File: src/rtl/cbl_pkg.sv
package cbl_pkg;

    localparam int CBL_DATA_W = 8;

    // One sample of the CPU bus as seen by the cartridge
    typedef struct packed {
        logic                  m2;
        logic                  rom_sel_n;
        logic                  rw_n;
        logic                  a14;
        logic                  a13;
        logic                  a8;
        logic [CBL_DATA_W-1:0] data;
    } cbl_bus_t;

    localparam int CBL_BUS_W = $bits(cbl_bus_t);

    // Decoder state
    typedef struct packed {
        logic                  m2_prev;
        logic                  pending;
        logic [CBL_DATA_W-1:0] hold;
    } cbl_dec_state_t;

endpackage

File: src/rtl/cbl_sync.sv
module cbl_sync #(
    parameter int W      = 8,
    parameter int STAGES = 2
) (
    input  logic         clk,
    input  logic         clr,
    input  logic [W-1:0] din,
    output logic [W-1:0] dout
);

    logic [STAGES-1:0][W-1:0] pipe_d;
    logic [STAGES-1:0][W-1:0] pipe_q;

    always_comb begin
        pipe_d[0] = din;
    end

    for (genvar i = 1; i < STAGES; i++) begin : g_stage
        always_comb begin
            pipe_d[i] = pipe_q[i-1];
        end
    end

    always_ff @(posedge clk) begin
        if (clr) pipe_q <= '0;
        else     pipe_q <= pipe_d;
    end

    assign dout = pipe_q[STAGES-1];

endmodule

File: src/rtl/cbl_decode.sv
module cbl_decode
    import cbl_pkg::*;
(
    input  logic                  clk,
    input  logic                  clr,
    input  cbl_bus_t              bus_s,
    output logic                  commit,
    output logic [CBL_DATA_W-1:0] commit_data
);

    cbl_dec_state_t st_d, st_q;
    logic           hit;
    logic           m2_fall;

    always_comb begin
        // register select: strobe inactive, M2 high, A14=1, A8=1, A13=0, write
        hit = bus_s.m2 && bus_s.rom_sel_n && bus_s.a14 && bus_s.a8
              && !bus_s.a13 && !bus_s.rw_n;
        m2_fall = st_q.m2_prev && !bus_s.m2;

        st_d         = st_q;
        st_d.m2_prev = bus_s.m2;
        if (bus_s.m2) begin
            st_d.pending = hit;
            if (hit) st_d.hold = bus_s.data;
        end else begin
            st_d.pending = 1'b0;
        end

        commit      = m2_fall && st_q.pending;
        commit_data = st_q.hold;
    end

    always_ff @(posedge clk) begin
        if (clr) st_q <= '0;
        else     st_q <= st_d;
    end

    // a commit follows a cycle in which the full decode matched
    p_commit_after_hit_r1: assert property (@(posedge clk) disable iff (clr)
        commit |-> $past(hit));

    // commits happen only at the end of the M2 high phase
    p_commit_on_fall_r2: assert property (@(posedge clk) disable iff (clr)
        commit |-> ($past(bus_s.m2) && !bus_s.m2));

    // a read never commits
    p_no_read_commit_r4: assert property (@(posedge clk) disable iff (clr)
        commit |-> !$past(bus_s.rw_n));

endmodule

File: src/rtl/cbl_mirror_mux.sv
module cbl_mirror_mux (
    input  logic sel,
    input  logic pa10,
    input  logic pa11,
    output logic nt
);

    always_comb begin
        nt = sel ? pa11 : pa10;
    end

endmodule

File: src/rtl/cart_bank_latch.sv
module cart_bank_latch
    import cbl_pkg::*;
#(
    parameter int DATA_W      = CBL_DATA_W,
    parameter int SYNC_STAGES = 2
) (
    input  logic              clk,
    input  logic              clr,
    input  logic              rom_sel_n,
    input  logic              m2,
    input  logic              cpu_rw_n,
    input  logic              cpu_a14,
    input  logic              cpu_a13,
    input  logic              cpu_a8,
    input  logic [DATA_W-1:0] cpu_d,
    input  logic              ppu_a10,
    input  logic              ppu_a11,
    output logic [DATA_W-2:0] bank_sel,
    output logic              nt_addr
);

    localparam int MIR_BIT = DATA_W - 1;

    cbl_bus_t                bus_raw;
    cbl_bus_t                bus_s;
    logic [CBL_BUS_W-1:0]    bus_s_vec;
    logic                    commit;
    logic [CBL_DATA_W-1:0]   commit_data;
    logic [DATA_W-1:0]       reg_d, reg_q;

    always_comb begin
        bus_raw.m2        = m2;
        bus_raw.rom_sel_n = rom_sel_n;
        bus_raw.rw_n      = cpu_rw_n;
        bus_raw.a14       = cpu_a14;
        bus_raw.a13       = cpu_a13;
        bus_raw.a8        = cpu_a8;
        bus_raw.data      = CBL_DATA_W'(cpu_d);
    end

    cbl_sync #(
        .W      (CBL_BUS_W),
        .STAGES (SYNC_STAGES)
    ) u_sync (
        .clk  (clk),
        .clr  (clr),
        .din  (bus_raw),
        .dout (bus_s_vec)
    );

    assign bus_s = cbl_bus_t'(bus_s_vec);

    cbl_decode u_decode (
        .clk         (clk),
        .clr         (clr),
        .bus_s       (bus_s),
        .commit      (commit),
        .commit_data (commit_data)
    );

    always_comb begin
        reg_d = reg_q;
        if (commit) reg_d = DATA_W'(commit_data);
    end

    always_ff @(posedge clk) begin
        if (clr) reg_q <= '0;
        else     reg_q <= reg_d;
    end

    cbl_mirror_mux u_mux (
        .sel  (reg_q[MIR_BIT]),
        .pa10 (ppu_a10),
        .pa11 (ppu_a11),
        .nt   (nt_addr)
    );

    assign bank_sel = reg_q[MIR_BIT-1:0];

    // without a commit the register holds
    p_hold_without_commit_r3: assert property (@(posedge clk) disable iff (clr)
        !commit |=> $stable(reg_q));

    // clear empties the register
    p_clear_zero_r6: assert property (@(posedge clk)
        clr |=> (reg_q == '0));

    // select 1 routes PA11
    p_nt_a11_r8: assert property (@(posedge clk) disable iff (clr)
        reg_q[MIR_BIT] |-> (nt_addr == ppu_a11));

    // select 0 routes PA10
    p_nt_a10_r9: assert property (@(posedge clk) disable iff (clr)
        !reg_q[MIR_BIT] |-> (nt_addr == ppu_a10));

endmodule

File: config.mk
export PLATFORM = sky130hd
export DESIGN_NAME = cart_bank_latch
export DESIGN_NICKNAME = d
export VERILOG_FILES = /design/src/rtl/cbl_pkg.sv /design/src/rtl/cbl_sync.sv /design/src/rtl/cbl_decode.sv /design/src/rtl/cbl_mirror_mux.sv /design/src/rtl/cart_bank_latch.sv
export SDC_FILE = /design/constraint.sdc
export NUM_CORES = 1
export LEC_CHECK = 0
export BUFFER_PORTS_ARGS = -buffer_cell sky130_fd_sc_hd__buf_2
export CAP_MARGIN = 0
export CORE_UTILIZATION = 29
export CTS_BUF_LIST = sky130_fd_sc_hd__clkbuf_4
export CTS_CLUSTER_DIAMETER = 200
export CTS_CLUSTER_SIZE = 24
export DETAILED_ROUTE_END_ITERATION = 8
export MAX_ROUTING_LAYER = met4
export PLACE_DENSITY = 0.48
export SYNTH_ARGS = -nofsm -noshare
export SYNTH_HDL_FRONTEND = slang
export SYNTH_SLANG_ARGS = --single-unit
File: constraint.sdc
create_clock -name clk -period 1.1 [get_ports clk]
set_input_delay 0.165 -clock clk [delete_from_list [all_inputs] [get_ports clk]]
set_output_delay 0.165 -clock clk [all_outputs]
set_load 0.005 [all_outputs]
Word-level counts from Yosys, hierarchy flattened
Index checks and enable logic that the tools add are counted.
- register bits: 46
- bits of input ports: 18
- word-level logic and storage cells: 20
- output and inout bits: 8
- reductions and logical operators: 12
- muxes and demuxes: 1
- bitwise operators: 1
- operators by type and width (operator ; number):
    $logic_and A1 B1 Y1 ; 7
    $logic_not A1 Y1 ; 3
    $reduce_and A2 Y1 ; 1
    $reduce_or A2 Y1 ; 1
    $mux W1 ; 1
    $not A1 Y1 ; 1

Depth between registers and ports, before layout
Gate-level depths: netlist (run 1).
- depth after elaboration: 6
- gate-level depth with buffers: 4
- mapped depth without buffers: 3

Cells and area by module
Synthesis (run 1) repeated with hierarchy kept, for this count alone.
- cells, all modules: 142
- area, all modules: 1625.3 µm²
- by module, submodules not included (module ; times used ; cells each ; seq. area each (µm²) ; area each (µm²)):
    cbl_sync ; 1 ; 58 ; 560.5 ; 778.2
    cbl_decode ; 1 ; 50 ; 200.2 ; 494.2
    cart_bank_latch ; 1 ; 33 ; 160.2 ; 337.8
    cbl_mirror_mux ; 1 ; 1 ; 0.0 ; 15.0

Least setup slack after synthesis (run 1)
OpenSTA, ideal clock, no wires.
- path type: reg2reg
- start point: register u_sync.pipe_q (netlist bit u_sync.dout[9])
- end point: register u_decode.st_q (netlist bit u_decode.commit_data[0])
- clock period less this slack: 1032 ps
- slack: 68 ps
- setup time: 72 ps
- required time: 1028 ps
- buffers on the path: 1
- stages on the path, launching flop included: 5
- arrival: 960 ps
- path through: dfxtp_1 nand4b_1 nor3b_2 buf_6 mux2i_1
- longest elaborated chain between the ends: 4
- ends and longest elaborated chain (item ; line ; source):
    start: declaration ; cbl_sync.sv:12 ; logic [STAGES-1:0][W-1:0] pipe_q;
    start signal: assignment ; cbl_sync.sv:26 ; else pipe_q <= pipe_d;
    $logic_not A1 Y1 ; cbl_decode.sv:18 ; && !bus_s.a13 && !bus_s.rw_n;
    $logic_and A1 B1 Y1 (2 in a row) ; cbl_decode.sv:18 ;
    $reduce_and A2 Y1 (no source line) ; n/a ;
    end signal: assignment ; cbl_decode.sv:36 ; else st_q <= st_d;
    end: declaration ; cbl_decode.sv:11 ; cbl_dec_state_t st_d, st_q;
Every way passes these cells.
A chain may end at the register's enable or synchronous reset.

Final worst setup path (run 1)
- start point: register reg_q[7]
- end point: output nt_addr
- longest elaborated chain between the ends: 1
- ends and longest elaborated chain (item ; line ; source):
    start: declaration ; cart_bank_latch.sv:29 ; logic [DATA_W-1:0] reg_d, reg_q;
    start signal: assignment ; cart_bank_latch.sv:68 ; else reg_q <= reg_d;
    $mux W1 ; cbl_mirror_mux.sv:9 ; nt = sel ? pa11 : pa10;
    end: declaration ; cart_bank_latch.sv:19 ; output logic nt_addr
Every way passes these cells.

==> results of run 1 <==
[per-stage QoR]
| step | cell area [um2] | util [%] | total power, mW |
|---|---|---|---|
| CTS | 1810 | 37.5 | 2.85 |
| floorplan | 1480 | - | 1.82 |
| finish | 1810 | 37.6 | 2.80 |
| global placement | 1700 | 35.2 | 1.87 |
| detailed placement | 1700 | 35.2 | 1.87 |
| global route | 1810 | 37.6 | 2.94 |
[worst register-to-register path, cell delays in order, from the launching register on]
cell and delay [ps]:
dfxtp_1 310, nand4b_1 170, nor3b_2 210, buf_6 180
mux2i_2 210
[timing repair]
item | 4_1_cts | 5_1_grt
cloned | 0 | 0
hold endpoints to repair | 2 | 0
resized for setup | 4 | 2
endpoints found under the setup margin | 9 | 12
hold buffers | 2 | 0
[power breakdown]
part,total [mW],switching (mW),internal (mW)
Clock,0.963,0.492,0.471
Combinational,0.118,0.0439,0.0740
Sequential,1.72,0.0104,1.71
Total,2.80,0.546,2.26
[cell families after synthesis]
kind of cell	after synthesis	synth area share, %
simple gates	57	23.5
flops	46	62.4
mux	17	11.6
buf+inv	7	2.54
[layout make-up]
class,instances,area share (%)
multi-input cells,74,29.0
flip-flops and latches,46,50.9
repair buffers,30,11.2
well taps,67,4.62
clock buffers,5,2.07
clock inverters,3,2.21
[cells in the final DEF (no fill, tap or decap), drive strengths merged]
cell type,instances
clkbuf,5
bufinv,1
mux2i,16
dlygate4sd3,2
nand4b,1
dfxtp,46
nand3b,1
clkinv,2
nor3b,1
buf,28
nor2b,29
nand2b,16
nor2,8
and2,1
mux2,1
[synth_stat cells (all sizes together)]
cell type	count
dfxtp	46
nor2b	29
mux2i	16
nand2b	16
nor2	8
clkbuf	5
buf	2
and2	1
mux2	1
nand3b	1
nand4b	1
nor3b	1
[registers in the layout, summed over array words and instances, names as in the netlist]
name / flops
reg_q: 8
u_decode.commit_data: 8
u_decode.st_q: 2
u_sync.dout: 14
u_sync.pipe_d: 14
[worst paths after layout]
| check | cells past startpoint | start | end |
|---|---|---|---|
| hold reg to reg | 1 | u_sync.pipe_d[25] | u_sync.dout[11] |
| setup / recovery | 2 | reg_q[7] | nt_addr |
| setup reg to reg | 4 | u_sync.dout[9] | u_decode.commit_data[7] |
| hold / removal | 2 | cpu_d[7] | u_sync.pipe_d[21] |
[per-layer routing]
layer | vias up | part of all wire, %
li1 | 459 | -
met1 | 362 | 46
met2 | 24 | 45
met3 | 5 | 6.8
met4 | 0 | 2.6
met5 | - | 0
==> qor.txt, run 1 <==
PD cells = 1550 nW/um2
die area = 5380 um2
First-pass DRT Iterations = 2
syn_nets = 145
clock root cell = clkbuf_4
nets = 175
final hold violations = 0
vias = 850
mapped cell area = 1480 um2
Startpoint Class = flip-flop
Max Cap Violations = 0
clock tree buffer depth = 2
cell breakdown of the critical path = mux2_4, buf_6
H-tree levels = 2
port bufs = 25
setup bufs post-CTS = 0
Critical Setup Path Class = reg2out
GRT Total Usage = 8.85%
Max-slew headroom = 73.3%
Worst path max stage delay = 360 ps
initial core utilization = 30.6%
die width = 73.4 um
CP Capture Type = output pin
TritonCTS clock tree = yes
leakage = 0.775 nW
chip height = 73.4 um
Final GP Congestion = 0.664
#FFs+latches synth = 46
area delta synth->final = 22.8%
placed cells = 215
Yosys cell types = 13
Min Hold Slack = 22.6 ps
syn_area_per_cell = 11.6 um2
Final period util = 117%
RSZ-0062 raised after global routing = yes
setup_tns = -286 ps
Worst Hold Class = in2reg
FMAX = 775 MHz
DRT iter0 DRCs = 23
Crit Path Max Fanout = 2
routed wire length = 1980 um
met3 GRT Util = 4.12%
delay-heaviest family, CP = flip-flops
met2 GRT Util = 14.5%
GR peak layer = met2
core area = 4820 um2
vias in the first global route = 834
post-synth top area share = 62.4%
Antenna Cells = 0
clk_lat worst skew = 340 ps
Buf/Inv on CP = 1
slowest CP cell = dfxtp_2
CP arrival = 1130 ps
CP required = 940 ps
CTS clk-pin slew, worst paths = 120 ps
row count = 25
Final Max Tran Viols = 0
CTS sink cnt = 46
sequential-to-total area share from yosys stat = 62.4%
Reg area = 923 um2
DRC Markers = 0
Final ANT Viol Nets = 0
main area contributors after synthesis = dfxtp_1 (62%), nor2b_1 (12%), mux2i_1 (11%), nand2b_1 (6.8%), nor2_1 (2.0%)
YS warnings = 0
post-synthesis cell count = 127
multi-input logic area = 526 um2
Worst VDD drop = 686 uV
dpl ws = -33.9 ps
wire per inst = 8.80 um
GR Overflow Total = 0
worst slew pin tran = 400 ps
fraction of layout cells with a size suffix above 1 = 25.9%
cell taking the most area after synthesis = dfxtp_1
global-route wire length before repair = 3370 um
clock skew = 6.77 ps
Top Ports = 26
grt met1 use = 8.60%
status = complete, but fails checks
largest net degree at the start of global routing = 29
Fillers = 494
drt via density = 3.78
setup-violating endpoint count in the final report = 7
worst setup margin = -190 ps
min Tclk post-route = 1290 ps
initial antenna violation count = 0
setup slack, reg-to-reg = -40 ps
non-filler cells, final = 225
CTS buffer count = 5
failing checks = setup timing
Power figures use the tool's default switching activity.
==> inputs of run 2 (changes only) <==
==> constraint.sdc (replaced) <==
create_clock -name clk -period 1.1 [get_ports clk]
set_input_delay 0.165 -clock clk [delete_from_list [all_inputs] [get_ports clk]]
set_output_delay 0.165 -clock clk [all_outputs]
set_load 0.05 [all_outputs]
==> run 2 against run 1 <==
- the flow still finishes with violations (setup timing)
- clock power fell by 23%
- hold slack got worse by 9.4 ps
- sequential power hardly changed
- register-to-register slack gained 20 ps
- die area did not move
- critical path depth unchanged
- routed wire length is 2.2% higher
==> qor.txt, run 2 (same netlist as run 1, synthesis figures left out) <==
commonest non-fill, non-tap cells in the layout = dfxtp_1 (38), nor2b_1 (29), buf_2 (17), mux2i_1 (16), nand2b_1 (16)
nets = 183
FMAX = 756 MHz
row count = 25
CP required = 940 ps
Final period util = 120%
Crit Path Max Fanout = 2
clock skew = 7.05 ps
Max Cap Violations = 0
setup_tns = -304 ps
chip height = 73.4 um
Final ANT Viol Nets = 0
routed wire length = 2020 um
Tot Pwr = 2.61 mW
die area = 5380 um2
leakage = 0.800 nW
Reg-to-Reg End = u_decode.commit_data[0]
vias in the first global route = 830
port bufs = 25
worst setup margin = -222 ps
DRT iter0 DRCs = 26
fraction of layout cells with a size suffix above 1 = 27.7%
Critical Setup Path Class = reg2out
Reg2Reg Depth = 4
setup slack, reg-to-reg = -20 ps
TritonCTS clock tree = yes
Antenna Cells = 0
CTS clk-pin slew, worst paths = 120 ps
Worst Hold Class = in2reg
min Tclk post-route = 1320 ps
Startpoint Class = flip-flop
worst slew pin tran = 403 ps
Final Cell Area = 1920 um2
worst hold stages = 2
Highest Signal Layer = met4
failing checks = setup timing
Worst Hold Endpoint = u_sync.pipe_d[21]
PD cells = 1360 nW/um2
status = complete, but fails checks
setup-violating endpoint count in the final report = 7
DRC Markers = 0
final hold violations = 0
drt via density = 3.82
RSZ-0062 raised after global routing = yes
GRT Total Usage = 9.19%
dpl cell area = 1700 um2
Worst VDD drop = 549 uV
Final Max Tran Viols = 0
CTS buffer count = 5
DR WL met3 = 120 um
clock tree buffer depth = 2
clock root cell = clkbuf_4
Top Ports = 26
CTS sink cnt = 46
CP Capture Type = output pin
R2R Path Start = u_sync.dout[9]
met1 WL = 927 um
largest net degree at the start of global routing = 29
initial core utilization = 30.6%
die width = 73.4 um
global-route wire length before repair = 3430 um
initial antenna violation count = 0
core area = 4820 um2
min-delay src = cpu_d[7]
First-pass DRT Iterations = 3
Fillers = 484
met2 wire length = 912 um
Final GP Congestion = 0.665
Max-slew headroom = 73.1%
dpl ws = -47.6 ps
CP arrival = 1160 ps
wire per inst = 8.69 um
clk_lat worst skew = 350 ps
commonest non-fill, non-tap cell in the layout = dfxtp_1
GR Overflow Total = 0
vias = 890
H-tree levels = 2
area delta synth->final = 29.9%
-- run 2: how the worst max path moves through the flow --
stage	startpoint	endpoint	slack [ps]	cells past startpoint
after floorplan	u_sync.dout[9]	u_decode.commit_data[0]	70	4
after global placement	u_sync.dout[9]	u_decode.commit_data[3]	20	4
after detailed placement	u_sync.dout[9]	u_decode.commit_data[6]	-50	4
after CTS	reg_q[7]	nt_addr	-250	2
after global routing	reg_q[7]	nt_addr	-280	2
final	reg_q[7]	nt_addr	-220	2
-- run 2: routing by layer --
| layer | vias up | track usage, % |
|---|---|---|
| met2 | 24 | 14.3 |
| met3 | 7 | 4.53 |
| met1 | 385 | 8.95 |
| met4 | 0 | 6.41 |
| li1 | 474 | - |
| met5 | - | - |
-- run 2: layout make-up --
| class | count | area [um2] | area share, % |
|---|---|---|---|
| clock buffers | 5 | 37.5 | 1.96 |
| clock inverters | 3 | 16.3 | 0.848 |
| multi-input cells | 74 | 522 | 27.2 |
| flip-flops and latches | 46 | 931 | 48.5 |
| well taps | 67 | 83.8 | 4.37 |
| repair buffers | 38 | 328 | 17.1 |
-- run 2: what timing repair did --
item | 4_1_cts | 5_1_grt
endpoints found under the hold margin | 7 | 2
cloned | 0 | 0
setup buffers | 1 | 0
resized for setup | 14 | 13
hold buffers | 7 | 2
setup endpoints to repair | 16 | 17
-- run 2: worst max-delay path, stage by stage, from the launching register on --
cell and delay (ps):
dfxtp_2 350, mux2_4 300, buf_8 150
-- run 2: through the flow --
stage                     cells  hold slack [ps]  utilization, %
final                       233             13.2            39.8
after detailed placement    215              377            35.2
after floorplan             127              244               -
after global placement      215              374            35.2
after CTS                   231            0.647            38.8
after global routing        233             6.03            39.8
-- run 2: power by group --
part / switching, mW / leakage, nW / internal, mW / total [mW]
clock network: 0.505 / 0.0286 / 0.238 / 0.743
registers: 0.0104 / 0.381 / 1.71 / 1.72
logic: 0.0538 / 0.390 / 0.0919 / 0.146
==> inputs of run 3 (changes only) <==
--- a/config.mk
+++ b/config.mk
@@ -13,7 +13,7 @@
 export CTS_CLUSTER_SIZE = 24
 export DETAILED_ROUTE_END_ITERATION = 8
 export MAX_ROUTING_LAYER = met4
-export PLACE_DENSITY = 0.48
+export PLACE_DENSITY = 0.46
 export SYNTH_ARGS = -nofsm -noshare
 export SYNTH_HDL_FRONTEND = slang
 export SYNTH_SLANG_ARGS = --single-unit
==> constraint.sdc (replaced) <==
create_clock -name clk -period 1.48 [get_ports clk]
set_input_delay 0.222 -clock clk [delete_from_list [all_inputs] [get_ports clk]]
set_output_delay 0.222 -clock clk [all_outputs]
set_load 0.05 [all_outputs]
==> run 3 against run 2 <==
- the flow now finishes without violations
- routed wire length shrank 2.3%
- first-iteration DRC count shrank 27%
- via count shrank 7.9%
- sequential cell count is the same
- worst setup slack gained 280 ps
- clock skew grew 0.99 ps
- critical path depth is the same
- combinational power shrank 42%
- global-route usage shrank 0.51 points
- clock-buffer cell count is the same
- clock power shrank 3%
- largest cell class unchanged
- largest power group unchanged
==> qor.txt, run 3 (same netlist as run 1, synthesis figures left out) <==
DRT iter0 DRCs = 19
CP Capture Type = output pin
commonest non-fill, non-tap cells in the layout = dfxtp_1 (45), nor2b_1 (29), buf_2 (24), mux2i_1 (16), nand2b_1 (16)
Tot Pwr = 2.09 mW
nets = 174
CTS sink cnt = 46
min Tclk post-route = 1430 ps
vias in the first global route = 777
core area = 4820 um2
Startpoint Class = flip-flop
initial antenna violation count = 0
die area = 5380 um2
row count = 25
Max-slew headroom = 66.0%
Critical Path Source = reg_q[7]
Worst Hold Class = in2reg
placed cells = 215
Final period util = 96.4%
Final Max Tran Viols = 0
fraction of layout cells with a size suffix above 1 = 25.5%
TritonCTS clock tree = yes
clock root cell = clkbuf_4
Critical Setup Path Class = reg2out
Final GP Congestion = 0.626
First-pass DRT Iterations = 3
Crit Path Max Fanout = 2
DP Wirelength = 1340 um
area delta synth->final = 19.2%
routed wire length = 1980 um
Max Cap Violations = 0
clock tree buffer depth = 2
clk_lat worst skew = 350 ps
commonest non-fill, non-tap cell in the layout = dfxtp_1
vias = 820
multi-input logic area = 518 um2
clock skew = 8.04 ps
worst slew pin tran = 508 ps
PD cells = 1190 nW/um2
GR Overflow Total = 0
Top Ports = 26
initial core utilization = 30.6%
Final ANT Viol Nets = 0
non-filler cells, final = 224
H-tree levels = 2
setup-violating endpoint count in the final report = 0
drt via density = 3.66
port bufs = 25
FMAX = 701 MHz
CP arrival = 1200 ps
min-delay src = m2
CTS buffer count = 5
worst hold stages = 2
CP required = 1260 ps
leakage = 0.754 nW
final hold violations = 0
die width = 73.4 um
chip height = 73.4 um
R2R Path Start = u_sync.dout[13]
status = completed
largest net degree at the start of global routing = 27
GRT Total Usage = 8.67%
CTS clk-pin slew, worst paths = 130 ps
Reg area = 922 um2
Reg2Reg Depth = 3
Antenna Cells = 0
wire per inst = 8.83 um
Worst VDD drop = 455 uV
Fillers = 516
global-route wire length before repair = 3260 um
DRC Markers = 0
[run 3: changes by cell type in the layout (fill, tap and decap cells not counted), sizes merged]
| cell | delta |
|---|---|
| bufinv | +1 |
| clkinvlp | -1 |
| dlygate4sd3 | -9 |
[run 3: cell type report]
class	count	area share, %
Sequential cell	46	52.4
Multi-Input combinational cell	74	29.4
Timing Repair Buffer	29	8.96
Tap cell	67	4.77
Clock inverter	3	2.28
Clock buffer	5	2.13
[run 3: what timing repair did]
item,in CTS,in global routing
setup endpoints to repair,1,1
hold buffers,0,0
gates resized for setup,1,1
buffers inserted,0,1
[run 3: report_power, final]
group          internal, mW  switching [mW]  total, mW
clock                 0.350           0.374      0.724
combinational        0.0482          0.0366     0.0847
sequential             1.27         0.00726       1.28
[run 3: stage by stage]
stage	worst slack, ps	setup TNS (ps)	area [um2]	hold WS [ps]	utilization, %
after floorplan	448	0	1480	301	-
after global placement	338	0	1670	422	34.7
after detailed placement	294	0	1670	422	34.7
after CTS	8.54	0	1750	54.0	36.3
after global routing	-1.55	-1.55	1760	41.3	36.5
final	53.2	0	1760	71.9	36.5
[run 3: worst max-delay path: stages (launching register included)]
cell     delay (ps)
dfxtp_2         350
mux2_2          320
buf_4           190
[run 3: routing by layer]
metal / vias to the layer above / routed length (um) / share of wire (%) / GRT usage, %
li1: 456 / - / - / -
met1: 333 / 958 / 48 / 9.11
met2: 25 / 823 / 42 / 13.0
met3: 6 / 131 / 6.6 / 3.70
met4: 0 / 64 / 3.2 / 6.41
met5: - / 0 / 0 / -
[run 3: path summary, 6_finish.rpt]
check / endpoint / slack, ps
max: nt_addr / 50
min: u_sync.pipe_d[27] / 70
max reg2reg: reg_q[2] / 270
min reg2reg: u_sync.dout[4] / 450
